<file path="config.mk">
export PLATFORM = sky130hd
export DESIGN_NAME = amp_fault_supervisor
export DESIGN_NICKNAME = d
export VERILOG_FILES = /design/src/rtl/afs_pkg.sv /design/src/rtl/afs_sync.sv /design/src/rtl/afs_tick.sv /design/src/rtl/afs_dc_chan.sv /design/src/rtl/amp_fault_supervisor.sv
export SDC_FILE = /design/constraint.sdc
export NUM_CORES = 1
export LEC_CHECK = 0
export BUFFER_PORTS_ARGS = -buffer_cell sky130_fd_sc_hd__buf_2
export CORE_ASPECT_RATIO = 1.1
export CORE_MARGIN = 2
export CORE_UTILIZATION = 60
export DETAILED_ROUTE_END_ITERATION = 10
export PLACE_DENSITY = 0.79
export REMOVE_ABC_BUFFERS = 1
export SETUP_SLACK_MARGIN = 0.1
export SLEW_MARGIN = 0
export SYNTH_ARGS = -nofsm -noshare
export SYNTH_HDL_FRONTEND = slang
export SYNTH_SLANG_ARGS = --single-unit
export TNS_END_PERCENT = 100
</file>
<file path="constraint.sdc">
create_clock -name clk -period 4.66 [get_ports clk]
set_input_delay 0.932 -clock clk [delete_from_list [all_inputs] [get_ports clk]]
set_output_delay 0.932 -clock clk [all_outputs]
set_load 0.02 [all_outputs]
</file>
<file path="src/rtl/afs_pkg.sv">
package afs_pkg;
  typedef enum logic [1:0] {
    PWR_OFF  = 2'd0,
    PWR_WAIT = 2'd1,
    PWR_ON   = 2'd2
  } pwr_state_t;

  localparam int FLT_OC = 0;
  localparam int FLT_OT = 1;
  localparam int FLT_DC = 2;
  localparam int FLT_N  = 3;
endpackage

</file>
<file path="src/rtl/afs_sync.sv">
module afs_sync #(
  parameter int         W       = 1,
  parameter logic [W-1:0] RST_VAL = '0
) (
  input  logic         clk,
  input  logic         rst_n,
  input  logic [W-1:0] d,
  output logic [W-1:0] q
);
  logic [W-1:0] meta;

  always_ff @(posedge clk or negedge rst_n) begin
    if (!rst_n) begin
      meta <= RST_VAL;
      q    <= RST_VAL;
    end else begin
      meta <= d;
      q    <= meta;
    end
  end
endmodule

</file>
<file path="src/rtl/afs_tick.sv">
module afs_tick #(
  parameter int DIV = 100
) (
  input  logic clk,
  input  logic rst_n,
  output logic tick
);
  localparam int CW = (DIV > 1) ? $clog2(DIV) : 1;
  logic [CW-1:0] cnt;

  always_ff @(posedge clk or negedge rst_n) begin
    if (!rst_n) cnt <= '0;
    else if (cnt == CW'(DIV - 1)) cnt <= '0;
    else cnt <= cnt + 1'b1;
  end

  assign tick = (cnt == CW'(DIV - 1));

  AST_TICK_RANGE: assert property (@(posedge clk) disable iff (!rst_n)
    cnt <= CW'(DIV - 1));
endmodule

</file>
<file path="src/rtl/afs_dc_chan.sv">
module afs_dc_chan #(
  parameter int DUTY_W = 7,
  parameter int THR    = 60,
  parameter int LIMIT  = 168000
) (
  input  logic              clk,
  input  logic              rst_n,
  input  logic              clr,
  input  logic              stb,
  input  logic [DUTY_W-1:0] duty,
  input  logic              pol,
  output logic              trip
);
  localparam int CW = $clog2(LIMIT + 2);
  localparam logic [CW-1:0] TOP = CW'(LIMIT + 1);

  logic [CW-1:0] run_cnt;
  logic          run_pol;
  logic          over;

  assign over = (duty > DUTY_W'(THR));

  always_ff @(posedge clk or negedge rst_n) begin
    if (!rst_n) begin
      run_cnt <= '0;
      run_pol <= 1'b0;
    end else if (clr) begin
      run_cnt <= '0;
    end else if (stb) begin
      if (!over) begin
        run_cnt <= '0;
      end else if (run_cnt == '0 || pol != run_pol) begin
        run_cnt <= CW'(1);
        run_pol <= pol;
      end else if (run_cnt != TOP) begin
        run_cnt <= run_cnt + 1'b1;
      end
    end
  end

  assign trip = (run_cnt == TOP);

  AST_DC_LOW_CLEARS: assert property (@(posedge clk) disable iff (!rst_n)
    (!clr && stb && !over) |=> (run_cnt == '0 && !trip));
  AST_DC_FLIP_RESTARTS: assert property (@(posedge clk) disable iff (!rst_n)
    (!clr && stb && over && run_cnt != '0 && pol != run_pol) |=> (run_cnt == CW'(1)));
  AST_DC_NO_SKIP: assert property (@(posedge clk) disable iff (!rst_n)
    (!trip && !stb) |=> !trip);
endmodule

</file>
<file path="src/rtl/amp_fault_supervisor.sv">
module amp_fault_supervisor #(
  parameter int VSUP_W       = 8,
  parameter int DUTY_W       = 7,
  parameter int CLK_PER_TICK = 100,
  parameter int TURNON_TICKS = 10000,
  parameter int DC_THR_PCT   = 60,
  parameter int DC_PERIODS   = 168000,
  parameter int UV_CODE      = 18,
  parameter int OV_CODE      = 108
) (
  input  logic              clk,
  input  logic              rst_n,
  input  logic              sd_n,
  input  logic              oc_flag,
  input  logic              ot_flag,
  input  logic [VSUP_W-1:0] vsup_code,
  input  logic              period_stb,
  input  logic [DUTY_W-1:0] duty_l,
  input  logic              pol_l,
  input  logic [DUTY_W-1:0] duty_r,
  input  logic              pol_r,
  output logic              out_en,
  output logic              fault_n,
  output logic              start_done
);
  import afs_pkg::*;

  localparam int NCH  = 2;
  localparam int SW   = 3 + VSUP_W + NCH * (DUTY_W + 1);
  localparam int RW   = $clog2(TURNON_TICKS + 1);

  // synchronised inputs
  logic [SW-1:0]     raw_bus, syn_bus;
  logic              sd_s, oc_s, ot_s, stb_s;
  logic [VSUP_W-1:0] vsup_s;
  logic [DUTY_W-1:0] duty_s [NCH];
  logic              pol_s  [NCH];

  assign raw_bus = {oc_flag, ot_flag, period_stb, vsup_code,
                    duty_l, pol_l, duty_r, pol_r};

  afs_sync #(.W(SW), .RST_VAL('0)) u_sync_bus (
    .clk(clk), .rst_n(rst_n), .d(raw_bus), .q(syn_bus));

  afs_sync #(.W(1), .RST_VAL(1'b0)) u_sync_sd (
    .clk(clk), .rst_n(rst_n), .d(sd_n), .q(sd_s));

  assign {oc_s, ot_s, stb_s, vsup_s, duty_s[0], pol_s[0], duty_s[1], pol_s[1]} = syn_bus;

  // time base
  logic tick;
  afs_tick #(.DIV(CLK_PER_TICK)) u_tick (.clk(clk), .rst_n(rst_n), .tick(tick));

  // per-channel DC-offset qualification
  logic [NCH-1:0] dc_trip;
  generate
    for (genvar ch = 0; ch < NCH; ch++) begin : g_dc
      afs_dc_chan #(.DUTY_W(DUTY_W), .THR(DC_THR_PCT), .LIMIT(DC_PERIODS)) u_dc (
        .clk(clk), .rst_n(rst_n), .clr(!sd_s), .stb(stb_s),
        .duty(duty_s[ch]), .pol(pol_s[ch]), .trip(dc_trip[ch]));
    end
  endgenerate

  // latched fault set
  logic [FLT_N-1:0] lat;
  logic [FLT_N-1:0] lat_set;

  always_comb begin
    lat_set         = '0;
    lat_set[FLT_OC] = oc_s;
    lat_set[FLT_OT] = ot_s;
    lat_set[FLT_DC] = |dc_trip;
  end

  always_ff @(posedge clk or negedge rst_n) begin
    if (!rst_n)     lat <= '0;
    else if (!sd_s) lat <= '0;
    else            lat <= lat | lat_set;
  end

  // self-clearing supply window
  logic sup_bad, hold;
  assign sup_bad = (vsup_s < VSUP_W'(UV_CODE)) || (vsup_s > VSUP_W'(OV_CODE));
  assign hold    = sup_bad || (|lat);

  // turn-on sequencer
  pwr_state_t    state;
  logic [RW-1:0] ramp;

  always_ff @(posedge clk or negedge rst_n) begin
    if (!rst_n) begin
      state      <= PWR_OFF;
      ramp       <= '0;
      start_done <= 1'b0;
    end else begin
      start_done <= 1'b0;
      if (!sd_s) begin
        state <= PWR_OFF;
        ramp  <= '0;
      end else begin
        case (state)
          PWR_OFF: begin
            state <= PWR_WAIT;
            ramp  <= '0;
          end
          PWR_WAIT: begin
            if (hold) begin
              ramp <= '0;
            end else if (tick) begin
              if (ramp == RW'(TURNON_TICKS - 1)) begin
                state      <= PWR_ON;
                ramp       <= '0;
                start_done <= 1'b1;
              end else begin
                ramp <= ramp + 1'b1;
              end
            end
          end
          PWR_ON: begin
            if (hold) begin
              state <= PWR_WAIT;
              ramp  <= '0;
            end
          end
          default: begin
            state <= PWR_OFF;
            ramp  <= '0;
          end
        endcase
      end
    end
  end

  assign out_en  = (state == PWR_ON) && !hold;
  assign fault_n = ~(|lat);

  AST_SD_HIZ: assert property (@(posedge clk) disable iff (!rst_n)
    !sd_s |=> !out_en);
  AST_FAULT_HIZ: assert property (@(posedge clk) disable iff (!rst_n)
    !fault_n |-> !out_en);
  AST_LATCH_HOLD: assert property (@(posedge clk) disable iff (!rst_n)
    (!fault_n && sd_s) |=> !fault_n);
  AST_SUPPLY_HIZ: assert property (@(posedge clk) disable iff (!rst_n)
    sup_bad |-> !out_en);
  AST_START_ONE_CYCLE: assert property (@(posedge clk) disable iff (!rst_n)
    start_done |=> !start_done);
  AST_RISE_WITH_START: assert property (@(posedge clk) disable iff (!rst_n)
    $rose(out_en) |-> start_done);
  AST_NO_EARLY_ON: assert property (@(posedge clk) disable iff (!rst_n)
    (state == PWR_WAIT) |-> !out_en);
endmodule

</file>
==> results.yml <==
setup_path:
  cpMostUsedCell: "nor3_1"
  path_class: "flip-flop to output pin"
  critical_path.endpoint: "out_en"
  ff2ff_path_depth: 5
  reg2reg_slack_ps: 2270
  crit_path_start_kind: "flip-flop"
  cpMaxStageDelayCell: "nor3_1"
  cp_slowest_stage_delay_ps: 410
  worst_ep_arrival_time_ps: 2000
  reg2reg_to: "ramp[7]"
  crit_chain: "nor3_1 > nand3b_1 > nor3_1 > buf_2"
  cp-end-kind: "output pin"
  critPathMaxFanout: 3
  path_delay_family: "simple AND/OR/NAND/NOR gates"
  cp.depth: 4
  critical_path.startpoint: "lat[1]"
  worstPathRequired_ps: 3730
  crit_buf_inv: 1
  r2r_start: "u_tick.cnt[3]"
yosys:
  netlist_area_um2: 5130
  synth_seq_cells: 121
  avgSynthCellArea_um2: 11.0
  yosysTopAreaCell: "dfrtp_1"
  synth_async_sr_flop_share_pct: 100
  synth_cells: 465
  ys_seq_area_share_pct: 59.1
  synth_enable_flop_cells: 0
  synth_area_leaders: "dfrtp_1 59%, nor2_1 3.3%, nand3_1 2.8%, o21ai_0 2.3%, nand2_1 2.2%"
  synthDistinctLibCells: 60
  yosysWarnings: 0
  yosysTopAreaCellShare_pct: 59.1
  synthFlopType: "dfrtp_1"
clock_tree:
  cts_hold_buf: 0
  cts_setup_buffers: 0
  cts_buffers: 17
  h-tree-depth: 4
  cts_tree: "built"
  post_cts_resized: 0
  path_clk_slew_ps: 60
  cts_root_buf: "clkbuf_8"
  cts_buffer_depth: 2
  clock_latency_ps: 500
  cts.sinks: 121
outcome:
  status: "complete, no violations"
global_routing:
  grt_max_degree: 79
  grt.overflow.total: 0
  grt_pass1_vias: 3820
  antenna_found_initial: 0
  grtUsageTotal_pct: 24.2
  grt_pass1_wl_um: 17500
pwr:
  vdd_drop_max_mv: 0.328
  power_per_cell_area_nw_per_um2: 421
  leakagePower_uw: 0.00261
min_path:
  hp-class: "flip-flop to flip-flop"
floorplanning:
  die_h_um: 101
  initial_core_util_pct: 61.6
  dieArea_um2: 9300
  ios: 33
  die_w_um: 92.1
  rows: 35
  coreArea_um2: 8320
timing:
  hold_violations: 0
  tightest_slew_ps: 943
  fin_worst_skew_ps: 10.2
  max_slew_margin_pct: 37.1
  finalCritPeriodShare_pct: 62.9
  drv_slew: 0
  fin_tns_setup_ps: 0
  setup_violations: 0
  rsz0062_at_grt: "no"
  max_freq_mhz: 341
  period_minus_slack_ps: 2930
place:
  port_buffers: 32
  dp_hpwl_um: 6450
  dp.cells: 601
  gp_congestion: 0.912
final_layout:
  area_delta_synth_final_pct: 17.5
  drive_gt1_share_pct: 15.1
  layout.nets: 547
  fin_cells: 633
  antennaDiodeCount: 0
route:
  drc: 0
  vias_per_cell: 6.02
  drt_iter0_drc: 281
  final_antenna_net_count: 0
  firstDrtPassIters: 5
  wl_per_cell_um: 16.0
  via_count: 3808
  finalWirelength_um: 10200
run:
  cap_violations: 0
==> per-stage QoR <==
step | util, % | hold slack, ps | power, uW | setup WS (ps) | cell area (um^2)
final | 72.4 | 346 | 2540 | 1730 | 6020
after global routing | 72.4 | 356 | 2620 | 1660 | 6020
after CTS | 72.4 | 348 | 2560 | 1780 | 6020
after detailed placement | 65.0 | 335 | 1220 | 2300 | 5410
after global placement | 65.0 | 331 | 1210 | 2360 | 5410
after floorplan | - | 331 | 1160 | 2040 | 5080
==> synth_stat cells (4+ instances only) <==
library cell and instances:
a21o_1 5, a21oi_1 22, a22o_1 5, and3_1 11, clkbuf_1 6, dfrtp_1 121
ha_1 8, inv_1 12, nand2_1 30, nand3_1 29, nand4_1 13, nor2_1 45
nor2b_1 6, nor3_1 9, nor4_1 13, o211ai_1 8, o21ai_0 24, o31ai_1 5
or3_1 15, or4_1 4, xnor2_1 7, xor2_1 12
==> area by class of cell <==
cell class                 count  area [um^2]
fill                         560         2300
inverter                      12         45.0
tap                          111          139
multi-input combinational    322         2010
clock inverter                14          188
clock buffer                  18          428
timing repair buffer          35          185
sequential                   121         3030
==> cells in the final DEF, fill, tap and decap left out, drive strengths merged, types with 6 or more instances in the layout <==
cell	n
a21oi	22
and3	11
buf	35
clkbuf	18
dfrtp	121
ha	8
inv	17
nand2	30
nand3	29
nand4	13
nor2	45
nor2b	6
nor3	9
nor4	14
o211ai	9
o21ai	28
or3	15
xnor2	7
xor2	12
==> layer usage <==
metal  wire length [um]  GRT usage [%]  vias up
met5                  0              0        -
met4                 89           9.41        0
met3                458           6.13       14
met2               5330           40.8      125
met1               4280           30.2     1875
li1                   -              -     1794
==> cells by family after synthesis <==
group,synth area share [%]
xor+xnor,3.25
simple gates,19.6
flops,59.1
compound gates,13.5
mux,0.830
buf+inv,1.76
fa+ha+maj,1.95
==> worst min-delay path by stage <==
stage	start	endpoint	slack, ps	depth (start not counted)
after floorplan	u_sync_bus.meta[0]	u_sync_bus.q[0]	330	0
after global placement	u_sync_bus.meta[12]	u_sync_bus.q[12]	330	0
after detailed placement	u_sync_bus.meta[7]	u_sync_bus.q[7]	330	0
after CTS	u_sync_bus.meta[7]	u_sync_bus.q[7]	350	0
after global routing	u_sync_bus.meta[26]	u_sync_bus.q[26]	360	0
final	u_sync_bus.meta[7]	u_sync_bus.q[7]	350	0
==> state kept, by name, indices dropped and copies added (netlist names) <==
register,count
g_dc.u_dc.run_cnt,36
u_sync_bus.meta,27
u_sync_bus.q,27
ramp,14
u_tick.cnt,7
lat,3
g_dc.u_dc.run_pol,2
state,2
start_done,1
u_sync_sd.meta,1
u_sync_sd.q,1
==> report_power, final <==
group | switching [uW] | internal, uW
clock | 493 | 843
sequential | 18.9 | 1080
combinational | 64.7 | 33.6
==> worst reg2reg max path, stage by stage, from the launching register on <==
cell,delay (ps)
dfrtp_1,450
or4b_4,600
nor2_1,410
a21oi_1,150
o211ai_2,510
a21oi_1,110
Power figures use the tool's default switching activity.
